$ cat src/rtl/dac_fe_pkg.sv
package dac_fe_pkg;
  localparam int HDR_W  = 8;
  localparam int FRAC_W = 3;

  localparam logic [2:0] REG_DATA = 3'b010;
  localparam logic [2:0] REG_OFF  = 3'b011;
  localparam logic [2:0] ADDR_ALL = 3'b100;

  typedef struct packed {
    logic       rw;
    logic       rsvd;
    logic [2:0] reg_sel;
    logic [2:0] addr;
  } hdr_t;
endpackage

$ cat src/rtl/sync_bits.sv
module sync_bits #(
  parameter int W      = 1,
  parameter int STAGES = 2
) (
  input  logic         clk_i,
  input  logic         rst_ni,
  input  logic [W-1:0] d_i,
  output logic [W-1:0] q_o
);
  logic [STAGES-1:0][W-1:0] pipe_q;

  always_ff @(posedge clk_i or negedge rst_ni) begin
    if (!rst_ni) begin
      pipe_q <= '1;
    end else begin
      pipe_q[0] <= d_i;
      for (int s = 1; s < STAGES; s++) pipe_q[s] <= pipe_q[s-1];
    end
  end

  assign q_o = pipe_q[STAGES-1];
endmodule

$ cat src/rtl/spi_frame_rx.sv
module spi_frame_rx #(
  parameter int FRAME_W = 24
) (
  input  logic               clk_i,
  input  logic               rst_ni,
  input  logic               sclk_i,
  input  logic               sync_ni,
  input  logic               sdin_i,
  input  logic               rd_load_i,
  input  logic [FRAME_W-1:0] rd_word_i,
  output logic               sclk_fall_o,
  output logic               frame_vld_o,
  output logic [FRAME_W-1:0] frame_o,
  output logic               sdo_o
);
  localparam int CNT_W = $clog2(FRAME_W + 2);
  localparam logic [CNT_W-1:0] CNT_FULL = CNT_W'(FRAME_W);
  localparam logic [CNT_W-1:0] CNT_OVER = CNT_W'(FRAME_W + 1);

  logic               sclk_q, sync_q;
  logic [CNT_W-1:0]   cnt_q;
  logic [FRAME_W-1:0] sr_q;
  logic               sync_fall, sync_rise, shift_en;

  assign sclk_fall_o = sclk_q & ~sclk_i;
  assign sync_fall   = sync_q & ~sync_ni;
  assign sync_rise   = ~sync_q & sync_ni;
  assign shift_en    = ~sync_ni & sclk_fall_o;
  assign frame_vld_o = sync_rise && (cnt_q == CNT_FULL);

  always_ff @(posedge clk_i or negedge rst_ni) begin
    if (!rst_ni) begin
      sclk_q <= 1'b1;
      sync_q <= 1'b1;
      cnt_q  <= '0;
      sr_q   <= '0;
    end else begin
      sclk_q <= sclk_i;
      sync_q <= sync_ni;
      // saturate one past full so long frames are rejected
      if (sync_fall)                           cnt_q <= '0;
      else if (shift_en && cnt_q != CNT_OVER)  cnt_q <= cnt_q + 1'b1;
      if (frame_vld_o && rd_load_i)  sr_q <= rd_word_i;
      else if (shift_en)             sr_q <= {sr_q[FRAME_W-2:0], sdin_i};
    end
  end

  assign frame_o = sr_q;
  assign sdo_o   = sr_q[FRAME_W-1];
endmodule

$ cat src/rtl/dac_chan.sv
module dac_chan
  import dac_fe_pkg::*;
#(
  parameter int DATA_W = 16,
  parameter int OFF_W  = 8
) (
  input  logic              clk_i,
  input  logic              rst_ni,
  input  logic              twos_i,
  input  logic              clr_i,
  input  logic              load_i,
  input  logic              direct_i,
  input  logic              wr_data_i,
  input  logic              wr_off_i,
  input  logic [DATA_W-1:0] data_i,
  input  logic [OFF_W-1:0]  off_i,
  output logic [DATA_W-1:0] in_o,
  output logic [DATA_W-1:0] dac_o,
  output logic [OFF_W-1:0]  off_o,
  output logic [DATA_W-1:0] code_o
);
  localparam int ACC_W = DATA_W + FRAC_W + 2;
  localparam logic [DATA_W-1:0] MID = {1'b1, {(DATA_W-1){1'b0}}};

  logic [DATA_W-1:0] in_q, dac_q, flip, zero_code, ubin, corr;
  logic [OFF_W-1:0]  off_q;
  logic [ACC_W-1:0]  off_ext, acc;

  assign flip      = twos_i ? MID : '0;
  assign zero_code = twos_i ? '0 : MID;

  always_ff @(posedge clk_i or negedge rst_ni) begin
    if (!rst_ni) begin
      in_q  <= '0;
      dac_q <= '0;
      off_q <= '0;
    end else begin
      if (wr_data_i) in_q  <= data_i;
      if (wr_off_i)  off_q <= off_i;
      if (clr_i)                       dac_q <= zero_code;
      else if (wr_data_i && direct_i)  dac_q <= data_i;
      else if (load_i)                 dac_q <= in_q;
    end
  end

  // offset applied in offset-binary domain so one clamp serves both codings
  assign ubin    = dac_q ^ flip;
  assign off_ext = {{(ACC_W-OFF_W){off_q[OFF_W-1]}}, off_q};
  assign acc     = {2'b00, ubin, {FRAC_W{1'b0}}} + off_ext;

  always_comb begin
    if (acc[ACC_W-1])      corr = '0;
    else if (acc[ACC_W-2]) corr = '1;
    else                   corr = acc[DATA_W+FRAC_W-1:FRAC_W];
  end

  assign code_o = corr ^ flip;
  assign in_o   = in_q;
  assign dac_o  = dac_q;
  assign off_o  = off_q;
endmodule

$ cat src/rtl/dac_front_end.sv
module dac_front_end
  import dac_fe_pkg::*;
#(
  parameter int N_CH        = 2,
  parameter int DATA_W      = 16,
  parameter int OFF_W       = 8,
  parameter int SYNC_STAGES = 2
) (
  input  logic                   clk_i,
  input  logic                   rst_ni,
  input  logic                   sclk_i,
  input  logic                   sync_ni,
  input  logic                   sdin_i,
  output logic                   sdo_o,
  input  logic                   load_ni,
  input  logic                   clr_ni,
  input  logic                   twos_i,
  output logic [N_CH*DATA_W-1:0] code_o
);
  localparam int FRAME_W = HDR_W + DATA_W;

  logic [4:0] raw_in, syn;
  logic       sclk_s, sync_s, sdin_s, load_q, clr_s, clr_q;
  logic       load_d, load_fall;

  assign raw_in = {sclk_i, sync_ni, sdin_i, load_ni, clr_ni};

  sync_bits #(.W(5), .STAGES(SYNC_STAGES)) i_sync (
    .clk_i(clk_i), .rst_ni(rst_ni), .d_i(raw_in), .q_o(syn)
  );

  assign {sclk_s, sync_s, sdin_s, load_q, clr_s} = syn;
  assign clr_q = ~clr_s;

  always_ff @(posedge clk_i or negedge rst_ni) begin
    if (!rst_ni) load_d <= 1'b1;
    else         load_d <= load_q;
  end
  assign load_fall = load_d & ~load_q;

  logic               sclk_fall, frame_vld, rd_load;
  logic [FRAME_W-1:0] frame, rd_word;
  logic [DATA_W-1:0]  rd_val;
  hdr_t               hdr;
  logic               wr;

  spi_frame_rx #(.FRAME_W(FRAME_W)) i_rx (
    .clk_i      (clk_i),
    .rst_ni     (rst_ni),
    .sclk_i     (sclk_s),
    .sync_ni    (sync_s),
    .sdin_i     (sdin_s),
    .rd_load_i  (rd_load),
    .rd_word_i  (rd_word),
    .sclk_fall_o(sclk_fall),
    .frame_vld_o(frame_vld),
    .frame_o    (frame),
    .sdo_o      (sdo_o)
  );

  assign hdr     = hdr_t'(frame[FRAME_W-1 -: HDR_W]);
  assign wr      = frame_vld & ~hdr.rw;
  assign rd_load = frame_vld & hdr.rw;

  logic [N_CH*DATA_W-1:0] in_flat, dac_flat;
  logic [N_CH*OFF_W-1:0]  off_flat;

  for (genvar k = 0; k < N_CH; k++) begin : g_ch
    logic sel;
    assign sel = (hdr.addr == ADDR_ALL) || (hdr.addr == 3'(k));

    dac_chan #(.DATA_W(DATA_W), .OFF_W(OFF_W)) i_ch (
      .clk_i    (clk_i),
      .rst_ni   (rst_ni),
      .twos_i   (twos_i),
      .clr_i    (clr_q),
      .load_i   (load_fall),
      .direct_i (~load_q),
      .wr_data_i(wr && sel && hdr.reg_sel == REG_DATA),
      .wr_off_i (wr && sel && hdr.reg_sel == REG_OFF),
      .data_i   (frame[DATA_W-1:0]),
      .off_i    (frame[OFF_W-1:0]),
      .in_o     (in_flat[k*DATA_W +: DATA_W]),
      .dac_o    (dac_flat[k*DATA_W +: DATA_W]),
      .off_o    (off_flat[k*OFF_W +: OFF_W]),
      .code_o   (code_o[k*DATA_W +: DATA_W])
    );
  end

  always_comb begin
    rd_val = '0;
    for (int k = 0; k < N_CH; k++) begin
      if (hdr.addr == 3'(k)) begin
        if (hdr.reg_sel == REG_DATA)     rd_val = in_flat[k*DATA_W +: DATA_W];
        else if (hdr.reg_sel == REG_OFF) rd_val = DATA_W'(off_flat[k*OFF_W +: OFF_W]);
      end
    end
  end

  assign rd_word = {hdr, rd_val};
endmodule

$ cat config.mk
export PLATFORM = sky130hd
export DESIGN_NAME = dac_front_end
export DESIGN_NICKNAME = d
export VERILOG_FILES = /design/src/rtl/dac_fe_pkg.sv /design/src/rtl/sync_bits.sv /design/src/rtl/spi_frame_rx.sv /design/src/rtl/dac_chan.sv /design/src/rtl/dac_front_end.sv
export SDC_FILE = /design/constraint.sdc
export NUM_CORES = 1
export LEC_CHECK = 0
export BUFFER_PORTS_ARGS = -buffer_cell sky130_fd_sc_hd__buf_4
export CAP_MARGIN = 20
export CORE_MARGIN = 2
export CORE_UTILIZATION = 33
export DETAILED_ROUTE_END_ITERATION = 6
export PLACE_DENSITY = 0.55
export SYNTH_ARGS = -nofsm -noshare
export SYNTH_HDL_FRONTEND = slang
export SYNTH_SLANG_ARGS = --single-unit
$ cat constraint.sdc
create_clock -name clk_i -period 2.6 [get_ports clk_i]
set_input_delay 0 -clock clk_i [delete_from_list [all_inputs] [get_ports clk_i]]
set_output_delay 0 -clock clk_i [all_outputs]
set_load 0.03 [all_outputs]
; ---- After elaboration in Yosys (flattened, before gate mapping)
; Index checks and enable logic that the tools add are counted.
[classes]
add_sub_neg = 3
n_eq_ne = 8
n_mux = 22
bitwise = 17
reduce_logical = 17
[op_table]
columns = operator, n
row1 = $mux W16, 19
row2 = $xor A16 B16 Y16, 4
row3 = $add A20 B8 Y21, 2
row4 = $logic_and A1 B1 Y1, 11
row5 = $mux W5, 2
row6 = $mux W8, 1
row7 = $and A1 B1 Y1, 7
row8 = $eq A3 B2 Y1 const B, 2
row9 = $ne A3 B1 Y1 const B, 2
row10 = $not A1 Y1, 6
row11 = $add A5 B1 Y5 const B, 1
row12 = $eq A5 B5 Y1 const B, 1
row13 = $ne A5 B5 Y1 const B, 1
row14 = $reduce_bool A2 Y1, 2
row15 = $eq A3 B1 Y1 const B, 1
row16 = $eq A3 B3 Y1 const B, 1
row17 = $logic_not A3 Y1, 1
row18 = $logic_or A1 B1 Y1, 2
row19 = $reduce_and A2 Y1, 1
[totals]
input_bits = 8
wordCells = 81
output_inout_bits = 33
register_bits = 122

; ---- Logic depth before layout (Yosys ltp)
; Gate-level depths: netlist of the first run.
[depth]
word_depth = 9
ltp_mapped = 12
depth_no_buf = 9

; ---- Modules after synthesis
; A second synthesis of the first run with hierarchy kept.
[hier_totals]
hier_cells = 697
area_unflattened_um2 = 7668.6
[by_module_without_submodules]
columns = module, area_per_inst_um2, cells_each, seq_area_each_um2, n_inst
row1 = dac_chan (g_ch[1].i_ch), 2720.1, 249, 1001.0, 1
row2 = dac_chan (g_ch[0].i_ch), 2632.5, 247, 1001.0, 1
row3 = spi_frame_rx, 1483.9, 123, 778.2, 1
row4 = dac_front_end, 531.8, 63, 26.3, 1
row5 = sync_bits, 300.3, 15, 262.8, 1

; ---- Worst setup path before layout of the first run
; OpenSTA, ideal clock, no wires.
[synth_path]
path_kind = register -> output
from = register g_ch[1].i_ch.off_q[7]
to = output port code_o[21]
arrival_time_ns = 2.979
path_buffers = 2
required_ns = 2.600
path_stages_with_launch = 9
setup_slack_ns = -0.379
cell_sequence = dfrtp_1 > ha_1 > clkbuf_1 > nand3_1 > or3_1 > a31oi_1 > mux2_2 > buf_2 > a21oi_1
[synth_between]
elab_chain_cells = 4
[synth_lines]
columns = item, line
row1 = from (decl), dac_chan.sv:26  ; logic [OFF_W-1:0] off_q;
row2 = from (signal assigned), dac_chan.sv:39  ; if (wr_off_i) off_q <= off_i;
row3 = $add A20 B8 Y21 (*), dac_chan.sv:49  ; assign acc = {2'b00, ubin, {FRAC_W{1'b0}}} + off_ext;
row4 = $mux W16, dac_chan.sv:53  ; else if (acc[ACC_W-2]) corr = '1;
row5 = $mux W16 (*), dac_chan.sv:52  ; if (acc[ACC_W-1]) corr = '0;
row6 = $xor A16 B16 Y16 (*), dac_chan.sv:57  ; assign code_o = corr ^ flip;
row7 = to (decl), dac_front_end.sv:18  ; output logic [N_CH*DATA_W-1:0] code_o
; Mark *: on every way between the ends. The rest lies on a longest branch, timed or not.

; ---- Worst setup path in the final report of the first run
[layout_path]
from = register g_ch[1].i_ch.off_q[4]
to = output port code_o[31]
; The elaborated chain is that of the path after synthesis.

==> summary.md, run 1 <==
## Clock tree
• **Inserted Clock Buffers** 17
• **clock root cell** sky130_fd_sc_hd__clkbuf_16
• **later-pin clock latency in the skew report** 410 ps
• **number of clock sinks** 122
• **clock input transition at the sequential cells of the worst setup and hold paths** 60 ps
• **CTS tree** done
• **# H-tree levels** 4
• **clock buffer depth** 2

## Worst setup path
• **startpoint class of the critical path** flop
• **biggest fanout along the worst timing path** 2
• **CP Capture Type** output pin
• **Worst Path Class, Setup** reg2out
• **Worst EP arrival** 2900 ps
• **required time worst endpoint** 2600 ps

## Layout
• **Filler Cells Inserted** 2056
• **post-layout instance area** 10100 sq um
• **diode count** 0
• **core occupancy in the finished layout** 46.1%
• **area growth from synthesis to layout** 37.0%
• **number of nets at the end of the flow** 870
• **fraction of final layout cells with drive strength greater than 1** 39.7%
• **non-filler instance count after layout** 1116

## Die
• **die width** 153 um
• **IO Count** 41
• **area inside the core boundary** 21800 sq um
• **Cell Rows** 54
• **effective utilization at floorplan** 33.7%
• **full die area** 23500 sq um
• **vertical extent of the die** 153 um

## Timing
• **number of endpoints failing setup at the final stage** 32
• **measured slew at the worst slew-check pin** 649 ps
• **RSZ-0062 raised after global routing** true
• **Final Skew** 9.33 ps
• **final worst path period need** 2900 ps
• **Hold WS** 161 ps
• **Rel. slew slack** 56.7%
• **setup TNS after final layout** -6020 ps
• **max-slew violations** 0
• **ratio of final minimum period to clock period** 112%
• **Fmax achieved** 0.345 GHz
• **number of hold violations in the final report** 0
• **worst setup margin** -300 ps

## Detailed routing
• **number of DRC markers after the initial detailed-route iteration** 321
• **post-route ant nets** 0
• **number of vias per cell after detailed routing** 5.29
• **DR DRC count** 0
• **DRT Pass-1 Iters** 5
• **post-detailed-routing wire length** 18900 um
• **DR vias** 5909
• **final routed wire length divided by cell count** 16.9 um

## GRT
• **vias in the first global route** 5908
• **global-route usage over all layers** 16.1%
• **global route overflow** 0
• **largest net degree at the start of global routing** 50
• **initial antenna violation count** 0
• **global-route wire length before repair** 30900 um

## Place
• **area post-placement** 8380 sq um
• **I/O Buffers** 40
• **pre-CTS setup slack** -33.4 ps
• **final RePlAce weighted congestion** 0.829
• **post-detail-place hpwl** 12900 um
• **cell total after placement** 1041

## Logic synthesis
• **Async SR Flop Fraction** 100%
• **Synthesized Nets** 744
• **post-synth top area share** 37.1%
• **warnings from Yosys** 0
• **number of distinct library cells after synthesis** 62
• **prevailing post-synth register cell** sky130_fd_sc_hd__dfrtp_1
• **Gate Count Post-Synth** 697
• **dominant cells by area after synthesis** sky130_fd_sc_hd__dfrtp_1, sky130_fd_sc_hd__mux2_2, sky130_fd_sc_hd__ha_1, sky130_fd_sc_hd__dfstp_2, sky130_fd_sc_hd__mux2i_1
• **dominant cell type by area after synthesis** sky130_fd_sc_hd__dfrtp_1
• **Synth Register Bits** 122
• **Post-synth EDFFs** 0
• **sequential fraction of the synthesis area** 41.8%
• **mapped cell area** 7350 sq um
• **syn_area_per_cell** 10.5 sq um

## Pwr
• **Max rail drop VDD** 0.545 mV
• **power per cell area** 469 nW/um^2
• **total power draw** 4.72 mW
• **static leakage** 4.51 nW

## Hold path
• **hold crit path type** in2async

## Run
• **count of max-cap constraint violations** 0

## Run status
• **violated checks** negative setup slack
• **status** complete, but fails checks

[repair_timing]
item | CTS | global route
resized for setup | 120 | 34
hold buffers | 6 | 0
gates cloned | 2 | 1
setup buffers | 25 | 12
pin swaps | 35 | 38
endpoints found under the setup margin | 32 | 32
hold endpoints to repair | 49 | 0
[Yosys cell counts, types with 16 or more instances]
cell type,instances
sky130_fd_sc_hd__dfrtp_1,109
sky130_fd_sc_hd__nor2_1,57
sky130_fd_sc_hd__mux2_2,56
sky130_fd_sc_hd__a21oi_1,54
sky130_fd_sc_hd__ha_1,37
sky130_fd_sc_hd__mux2i_1,33
sky130_fd_sc_hd__a22oi_1,31
sky130_fd_sc_hd__a22o_1,30
sky130_fd_sc_hd__clkbuf_1,27
sky130_fd_sc_hd__o21ai_0,26
sky130_fd_sc_hd__nand2_1,21
sky130_fd_sc_hd__o21a_1,21
sky130_fd_sc_hd__xnor2_1,20
sky130_fd_sc_hd__a21o_1,18
sky130_fd_sc_hd__xor2_1,16
[where the power goes]
group / total (mW) / internal (mW) / switching (mW)
Clock: 2.42 / 1.63 / 0.792
Combinational: 0.251 / 0.101 / 0.150
Sequential: 2.05 / 1.96 / 0.0900
Total: 4.72 / 3.69 / 1.03
[placed cells by master, fill, tap and decap left out, types with 4 or more instances in the layout]
cell / n
sky130_fd_sc_hd__o22a_1: 7
sky130_fd_sc_hd__clkbuf_8: 5
sky130_fd_sc_hd__a21oi_4: 4
sky130_fd_sc_hd__buf_4: 94
sky130_fd_sc_hd__mux2_2: 55
sky130_fd_sc_hd__dfstp_2: 13
sky130_fd_sc_hd__nand3_1: 12
sky130_fd_sc_hd__a221o_1: 8
sky130_fd_sc_hd__dfrtp_1: 107
sky130_fd_sc_hd__nor2_1: 54
sky130_fd_sc_hd__ha_2: 4
sky130_fd_sc_hd__mux2i_1: 33
sky130_fd_sc_hd__o21a_1: 21
sky130_fd_sc_hd__ha_1: 16
sky130_fd_sc_hd__clkbuf_16: 17
sky130_fd_sc_hd__o21ai_1: 5
sky130_fd_sc_hd__o211ai_1: 5
sky130_fd_sc_hd__a21oi_1: 27
sky130_fd_sc_hd__xnor2_1: 18
sky130_fd_sc_hd__inv_1: 14
sky130_fd_sc_hd__ha_4: 17
sky130_fd_sc_hd__buf_6: 41
sky130_fd_sc_hd__and3_1: 5
sky130_fd_sc_hd__a22oi_1: 31
sky130_fd_sc_hd__a21oi_2: 23
sky130_fd_sc_hd__xor2_1: 14
sky130_fd_sc_hd__nand2_1: 16
sky130_fd_sc_hd__o21ai_0: 17
sky130_fd_sc_hd__a22o_1: 30
sky130_fd_sc_hd__dlygate4sd3_1: 6
sky130_fd_sc_hd__nor3_1: 4
sky130_fd_sc_hd__a21o_1: 18
[critical path, cell delays in order, from the launching register on]
cell and delay [ps]:
sky130_fd_sc_hd__dfrtp_1 390, sky130_fd_sc_hd__ha_1 320, sky130_fd_sc_hd__a211o_1 360, sky130_fd_sc_hd__a2111oi_4 360, sky130_fd_sc_hd__buf_4 170, sky130_fd_sc_hd__o21ai_2 70
sky130_fd_sc_hd__o221ai_2 200, sky130_fd_sc_hd__xor2_2 130, sky130_fd_sc_hd__a21oi_4 190, sky130_fd_sc_hd__xor2_4 160, sky130_fd_sc_hd__buf_6 140
[final cells by class]
class / instances / area, sq um / area share (%)
multi-input combinational: 521 / 4650 / 46.2
sequential: 122 / 3070 / 30.5
timing repair buffer: 147 / 1320 / 13.1
clock buffer: 25 / 505 / 5.02
tap: 280 / 350 / 3.48
clock inverter: 7 / 113 / 1.12
inverter: 14 / 52.6 / 0.522
[kinds of logic (layout without fill, tap and decap cells)]
| group | after synthesis | count (layout) | share of synthesized area [%] |
|---|---|---|---|
| muxes | 89 | 89 | 13.1 |
| buffers and inverters | 54 | 193 | 3.32 |
| and+or+nand+nor | 125 | 125 | 8.29 |
| DFF | 122 | 122 | 41.8 |
| AOI/OAI and AO/OA | 231 | 231 | 22.2 |
| xor gates and xnor gates | 37 | 37 | 4.51 |
| adders and majority gates | 39 | 39 | 6.85 |
[layer usage]
layer,GRT usage [%],routed length (um)
met4,4.94,289
met3,3.32,805
met5,0,0
met1,23.1,9220
met2,24.6,8550
[state kept, by name (all words and copies together) (netlist names)]
name	count
g_ch.i_ch.dac_o	32
g_ch.i_ch.in_o	32
i_rx.frame_o	24
g_ch.i_ch.off_o	16
i_rx.cnt_q	5
i_sync.pipe_q	5
i_sync.q_o	5
i_rx.sclk_q	1
i_rx.sync_q	1
load_d	1
[worst paths after layout]
kind / startpoint / endpoint / slack, ps / depth (start not counted)
max in group asynchronous: rst_ni / g_ch[1].i_ch.dac_o[6] / 1660 / 4
setup reg to reg: i_rx.cnt_q[0] / g_ch[0].i_ch.dac_o[13] / 210 / 10
hold reg to reg: i_sync.pipe_q[1] / i_sync.q_o[1] / 350 / 0
min in group clk_i: sync_ni / i_sync.pipe_q[3] / 230 / 2
setup / recovery: g_ch[1].i_ch.off_o[4] / code_o[31] / -300 / 10
hold / removal: rst_ni / g_ch[0].i_ch.in_o[3] / 160 / 2
(Power assumes the default switching activity.)
==> inputs of run 2 (changes only) <==
--- a/config.mk
+++ b/config.mk
@@ -9,6 +9,7 @@
 export CAP_MARGIN = 20
 export CORE_MARGIN = 2
 export CORE_UTILIZATION = 33
+export CTS_BUF_LIST = sky130_fd_sc_hd__clkbuf_8 sky130_fd_sc_hd__clkbuf_16
 export DETAILED_ROUTE_END_ITERATION = 6
 export PLACE_DENSITY = 0.55
 export SYNTH_ARGS = -nofsm -noshare
==> run 2 against run 1 <==
  * The flow still finishes with violations (negative setup slack)
  * Core utilization unchanged
  * Register-to-register slack about the same
  * Combinational power about the same
  * Flip-flop and latch count unchanged
  * Clock-buffer cell count down 3
  * Hold slack about the same
  * Total power down 0.25%
  * First-iteration DRC count up 0.62%
  * Critical path depth unchanged
  * Sequential share of layout area unchanged
  * Largest power group unchanged
==> summary.md, run 2 (synthesis gave the netlist of run 1 again) <==
## Run status
• **status** complete, but fails checks
• **violated checks** negative setup slack

## Die
• **effective utilization at floorplan** 33.7%
• **vertical extent of the die** 153 um
• **IO Count** 41
• **full die area** 23500 sq um
• **die width** 153 um
• **area inside the core boundary** 21800 sq um
• **Cell Rows** 54

## Run
• **count of max-cap constraint violations** 0

## Worst setup path
• **end of the worst register-to-register path** g_ch[0].i_ch.dac_o[13]
• **CP Capture Type** output pin
• **Worst EP arrival** 2900 ps
• **biggest fanout along the worst timing path** 2
• **Reg2Reg Depth** 10
• **R2R Setup Slk** 210 ps
• **Worst Path Class, Setup** reg2out
• **start point of the critical path** g_ch[1].i_ch.off_o[4]
• **Reg-to-Reg Start** i_rx.cnt_q[0]
• **required time worst endpoint** 2600 ps
• **startpoint class of the critical path** flop

## Clock tree
• **clock root cell** sky130_fd_sc_hd__clkbuf_16
• **CTS tree** done
• **clock input transition at the sequential cells of the worst setup and hold paths** 60 ps
• **later-pin clock latency in the skew report** 410 ps
• **clock buffer depth** 2
• **Inserted Clock Buffers** 17
• **number of clock sinks** 122
• **# H-tree levels** 4

## Layout
• **diode count** 0
• **non-filler instance count after layout** 1116
• **most frequent standard cell in the layout excluding fill and tap cells** sky130_fd_sc_hd__dfrtp_1
• **number of nets at the end of the flow** 870
• **area growth from synthesis to layout** 37.0%
• **fraction of final layout cells with drive strength greater than 1** 39.7%
• **commonest cells after routing, fill and taps aside** sky130_fd_sc_hd__dfrtp_1, sky130_fd_sc_hd__buf_4, sky130_fd_sc_hd__mux2_2
• **post-layout instance area** 10100 sq um

## Timing
• **measured slew at the worst slew-check pin** 650 ps
• **Hold WS** 161 ps
• **setup TNS after final layout** -6090 ps
• **final worst path period need** 2900 ps
• **number of endpoints failing setup at the final stage** 32
• **ratio of final minimum period to clock period** 112%
• **RSZ-0062 raised after global routing** true
• **Fmax achieved** 0.345 GHz
• **Rel. slew slack** 56.7%
• **Final Skew** 9.61 ps
• **max-slew violations** 0
• **number of hold violations in the final report** 0
• **worst setup margin** -301 ps

## Detailed routing
• **post-detailed-routing wire length** 18900 um
• **final routed wire length divided by cell count** 16.9 um
• **number of vias per cell after detailed routing** 5.30
• **number of DRC markers after the initial detailed-route iteration** 323
• **post-route ant nets** 0
• **DRT Pass-1 Iters** 4
• **DR DRC count** 0
• **DR vias** 5913

## Pwr
• **static leakage** 4.52 nW
• **total power draw** 4.71 mW
• **power per cell area** 468 nW/um^2
• **Max rail drop VDD** 0.533 mV

## GRT
• **global-route wire length before repair** 30900 um
• **vias in the first global route** 5908
• **global route overflow** 0
• **largest net degree at the start of global routing** 50
• **global-route usage over all layers** 16.1%
• **initial antenna violation count** 0

## Place
• **cell total after placement** 1041
• **final RePlAce weighted congestion** 0.829
• **post-detail-place hpwl** 12900 um
• **I/O Buffers** 40
• **area post-placement** 8380 sq um

## Hold path
• **hold crit path type** in2async

-- run 2: cell types whose count changed in the layout (fill, tap and decap cells not counted), sizes merged --
cell and delta:
clkbuf -3, inv +3
-- run 2: final cells by class --
type                            instances  area [sq um]
Sequential cell                       122          3070
Tap cell                              280           350
Fill cell                            2056         11800
Multi-Input combinational cell        521          4650
Timing Repair Buffer                  147          1320
Inverter                               14          52.6
Clock buffer                           22           494
Clock inverter                         10           124
-- run 2: power by group --
group	switching [mW]	total, mW	leakage [nW]	internal, mW
Combinational	0.150	0.251	2.56	0.101
Clock	0.792	2.41	0.316	1.62
Sequential	0.0906	2.05	1.65	1.96
-- run 2: per-layer routing --
metal  part of all wire, %  GRT usage, %  up-vias
met5                     0             0        -
met4                   1.5          4.94        0
met2                    45          24.6      113
li1                      -             -     2874
met1                    49          23.1     2912
met3                   4.1          3.32       14
-- run 2: worst max-delay path by stage --
stage                  to  slack [ps]  cells past startpoint
2_1_floorplan  code_o[21]         -50                      9
3_3_place_gp   code_o[15]          10                     11
3_5_place_dp   code_o[31]         -30                     10
4_1_cts        code_o[31]        -340                     10
5_1_grt        code_o[31]        -390                     10
6_report       code_o[31]        -300                     10
-- run 2: what timing repair did --
| action | 4_1_cts | 5_1_grt |
|---|---|---|
| buffers inserted | 25 | 12 |
| pin swaps | 35 | 38 |
| resized for setup | 120 | 34 |
| endpoints found under the setup margin | 32 | 32 |
| hold buffers | 6 | 0 |
| gates cloned | 2 | 1 |
| endpoints found under the hold margin | 49 | 0 |
-- run 2: stage by stage --
| step | util, % | setup slack (ps) |
|---|---|---|
| after floorplan | - | -50.5 |
| after global placement | 38.4 | 11.1 |
| after detailed placement | 38.4 | -33.4 |
| after CTS | 45.0 | -339 |
| after global routing | 46.1 | -395 |
| final | 46.1 | -301 |
-- run 2: worst max-delay path, cell delays in order, from the launching register on --
cell                        delay (ps)
sky130_fd_sc_hd__dfrtp_1           390
sky130_fd_sc_hd__ha_1              320
sky130_fd_sc_hd__a211o_1           360
sky130_fd_sc_hd__a2111oi_4         360
sky130_fd_sc_hd__buf_4             170
sky130_fd_sc_hd__o21ai_2            70
sky130_fd_sc_hd__o221ai_2          200
sky130_fd_sc_hd__xor2_2            130
sky130_fd_sc_hd__a21oi_4           190
sky130_fd_sc_hd__xor2_4            160
sky130_fd_sc_hd__buf_6             140
==> inputs of run 3 (changes only) <==
==> constraint.sdc (replaced) <==
create_clock -name clk_i -period 2.6 [get_ports clk_i]
set_input_delay 0 -clock clk_i [delete_from_list [all_inputs] [get_ports clk_i]]
set_output_delay 0 -clock clk_i [all_outputs]
set_load 0.05 [all_outputs]
==> run 3 against run 2 <==
  * The run still ends with negative setup slack left
  * Hold slack gained 2.9 ps
  * Critical path type unchanged
  * Largest power group unchanged
  * Critical endpoint unchanged
  * Critical path depth down 1
  * Clock skew fell by 2.8 ps
  * Total power increased by 5.3%
  * Routed wire length increased by 3.2%
  * Cell count grew 0.63%
  * Sequential power is essentially flat
  * Register-to-register slack better by 30 ps
  * Via count grew 1.4%
  * Maximum frequency shrank 2.0%
==> summary.md, run 3 (synthesis gave the netlist of run 1 again) <==
## Detailed routing
• **DR DRC count** 0
• **DR vias** 5994
• **post-detailed-routing wire length** 19500 um
• **number of DRC markers after the initial detailed-route iteration** 318
• **final routed wire length divided by cell count** 17.3 um
• **post-route ant nets** 0
• **DRT Pass-1 Iters** 4
• **number of vias per cell after detailed routing** 5.34

## Timing
• **RSZ-0062 raised after global routing** true
• **final worst path period need** 2960 ps
• **Final Skew** 6.77 ps
• **number of endpoints failing setup at the final stage** 32
• **max-slew violations** 0
• **ratio of final minimum period to clock period** 114%
• **Fmax achieved** 0.338 GHz
• **number of hold violations in the final report** 0
• **measured slew at the worst slew-check pin** 691 ps
• **setup TNS after final layout** -8730 ps
• **Rel. slew slack** 53.9%
• **worst setup margin** -359 ps

## Layout
• **diode count** 0
• **number of nets at the end of the flow** 877
• **area growth from synthesis to layout** 42.7%
• **non-filler instance count after layout** 1123
• **fraction of final layout cells with drive strength greater than 1** 42.7%
• **post-layout instance area** 10500 sq um
• **most frequent standard cell in the layout excluding fill and tap cells** sky130_fd_sc_hd__dfrtp_1
• **commonest cells after routing, fill and taps aside** sky130_fd_sc_hd__dfrtp_1, sky130_fd_sc_hd__buf_4, sky130_fd_sc_hd__mux2_2

## Clock tree
• **clock root cell** sky130_fd_sc_hd__clkbuf_16
• **number of clock sinks** 122
• **# H-tree levels** 4
• **later-pin clock latency in the skew report** 410 ps
• **clock buffer depth** 2
• **clock input transition at the sequential cells of the worst setup and hold paths** 60 ps
• **CTS tree** done
• **Inserted Clock Buffers** 17

## Worst setup path
• **Worst EP arrival** 2960 ps
• **required time worst endpoint** 2600 ps
• **Buf/Inv on CP** 2
• **cell family contributing the most delay on the critical path** flip-flops
• **Crit-path slowest cell** sky130_fd_sc_hd__dfrtp_4
• **Worst Path Class, Setup** reg2out
• **end of the worst register-to-register path** g_ch[0].i_ch.dac_o[10]
• **Reg2Reg Depth** 10
• **R2R Setup Slk** 240 ps
• **CP Capture Type** output pin
• **startpoint class of the critical path** flop
• **biggest fanout along the worst timing path** 6
• **cells traversed along the worst timing path** buf_4 -> ha_4 -> nand2_1 -> or3_4 -> a31oi_4 -> mux2_4 -> a21oi_4 -> xor2_4 -> buf_6
• **Reg-to-Reg Start** i_rx.cnt_q[0]
• **slowest stage delay, CP** 500 ps

## GRT
• **largest net degree at the start of global routing** 55
• **initial antenna violation count** 0
• **global route overflow** 0
• **global-route usage over all layers** 17.0%
• **vias in the first global route** 6283
• **global-route wire length before repair** 32500 um

## Place
• **final RePlAce weighted congestion** 0.856
• **area post-placement** 8680 sq um
• **post-detail-place hpwl** 13300 um
• **I/O Buffers** 40
• **cell total after placement** 1048

## Hold path
• **hold crit path type** in2async

## Run
• **count of max-cap constraint violations** 0

## Die
• **effective utilization at floorplan** 33.7%
• **full die area** 23500 sq um
• **IO Count** 41
• **area inside the core boundary** 21800 sq um
• **die width** 153 um
• **Cell Rows** 54
• **vertical extent of the die** 153 um

## Pwr
• **static leakage** 4.60 nW
• **Max rail drop VDD** 0.441 mV
• **power per cell area** 473 nW/um^2

## Run status
• **violated checks** negative setup slack
• **status** complete, but fails checks

## run 3: how the worst max path moves through the flow
stage | start | endpoint | cells past startpoint
after detailed placement | g_ch[0].i_ch.dac_o[0] | code_o[15] | 10
after global routing | g_ch[1].i_ch.off_o[3] | code_o[31] | 10
after global placement | g_ch[0].i_ch.dac_o[0] | code_o[15] | 10
final | g_ch[1].i_ch.off_o[7] | code_o[31] | 9
after CTS | g_ch[1].i_ch.off_o[3] | code_o[31] | 10
after floorplan | g_ch[1].i_ch.off_o[7] | code_o[31] | 9
## run 3: area by class of cell
cell class              count  area, sq um
clock inverters            14          226
repair buffers            154         1490
clock buffers              18          439
fillers                  1949        11300
flip-flops and latches    122         3070
well taps                 280          350
inverters                  14         52.6
multi-input cells         521         4850
## run 3: metal layers
metal | share of wire, % | track usage, %
met1 | 47 | 23.6
met4 | 1.5 | 5.73
met3 | 3.4 | 2.38
met5 | 0 | 0
met2 | 48 | 27.4
## run 3: power by group
group / switching (mW) / internal (mW)
Sequential: 0.0960 / 1.96
Combinational: 0.160 / 0.106
Clock: 0.829 / 1.81
Total: 1.09 / 3.87
## run 3: repair_timing
item / in CTS / in global routing
endpoints found under the setup margin: 32 / 32
pin swaps: 39 / 22
endpoints found under the hold margin: 56 / 0
hold buffers: 6 / 0
gates cloned: 1 / 0
gates resized for setup: 137 / 26
setup buffers: 30 / 7
## run 3: worst reg2reg max path, cell delays in order (launching register included)
cell and delay, ps:
sky130_fd_sc_hd__dfrtp_1 450, sky130_fd_sc_hd__inv_1 90, sky130_fd_sc_hd__ha_1 140, sky130_fd_sc_hd__nand2_1 90, sky130_fd_sc_hd__nor4_4 160, sky130_fd_sc_hd__and3_1 210, sky130_fd_sc_hd__buf_4 290, sky130_fd_sc_hd__nor2_1 80
sky130_fd_sc_hd__o21a_1 230, sky130_fd_sc_hd__buf_4 250, sky130_fd_sc_hd__a22o_1 270
## run 3: through the flow
step           total power [mW]  hold slack, ps  worst slack, ps  util [%]
6_report                   4.96             164             -359      48.1
5_1_grt                    5.13             221             -479      48.1
4_1_cts                    5.00             194             -359      47.3
3_5_place_dp               2.33            91.8             -160      39.8
3_3_place_gp               2.32            85.2             -104      39.8
2_1_floorplan              2.20            -296            -51.1         -
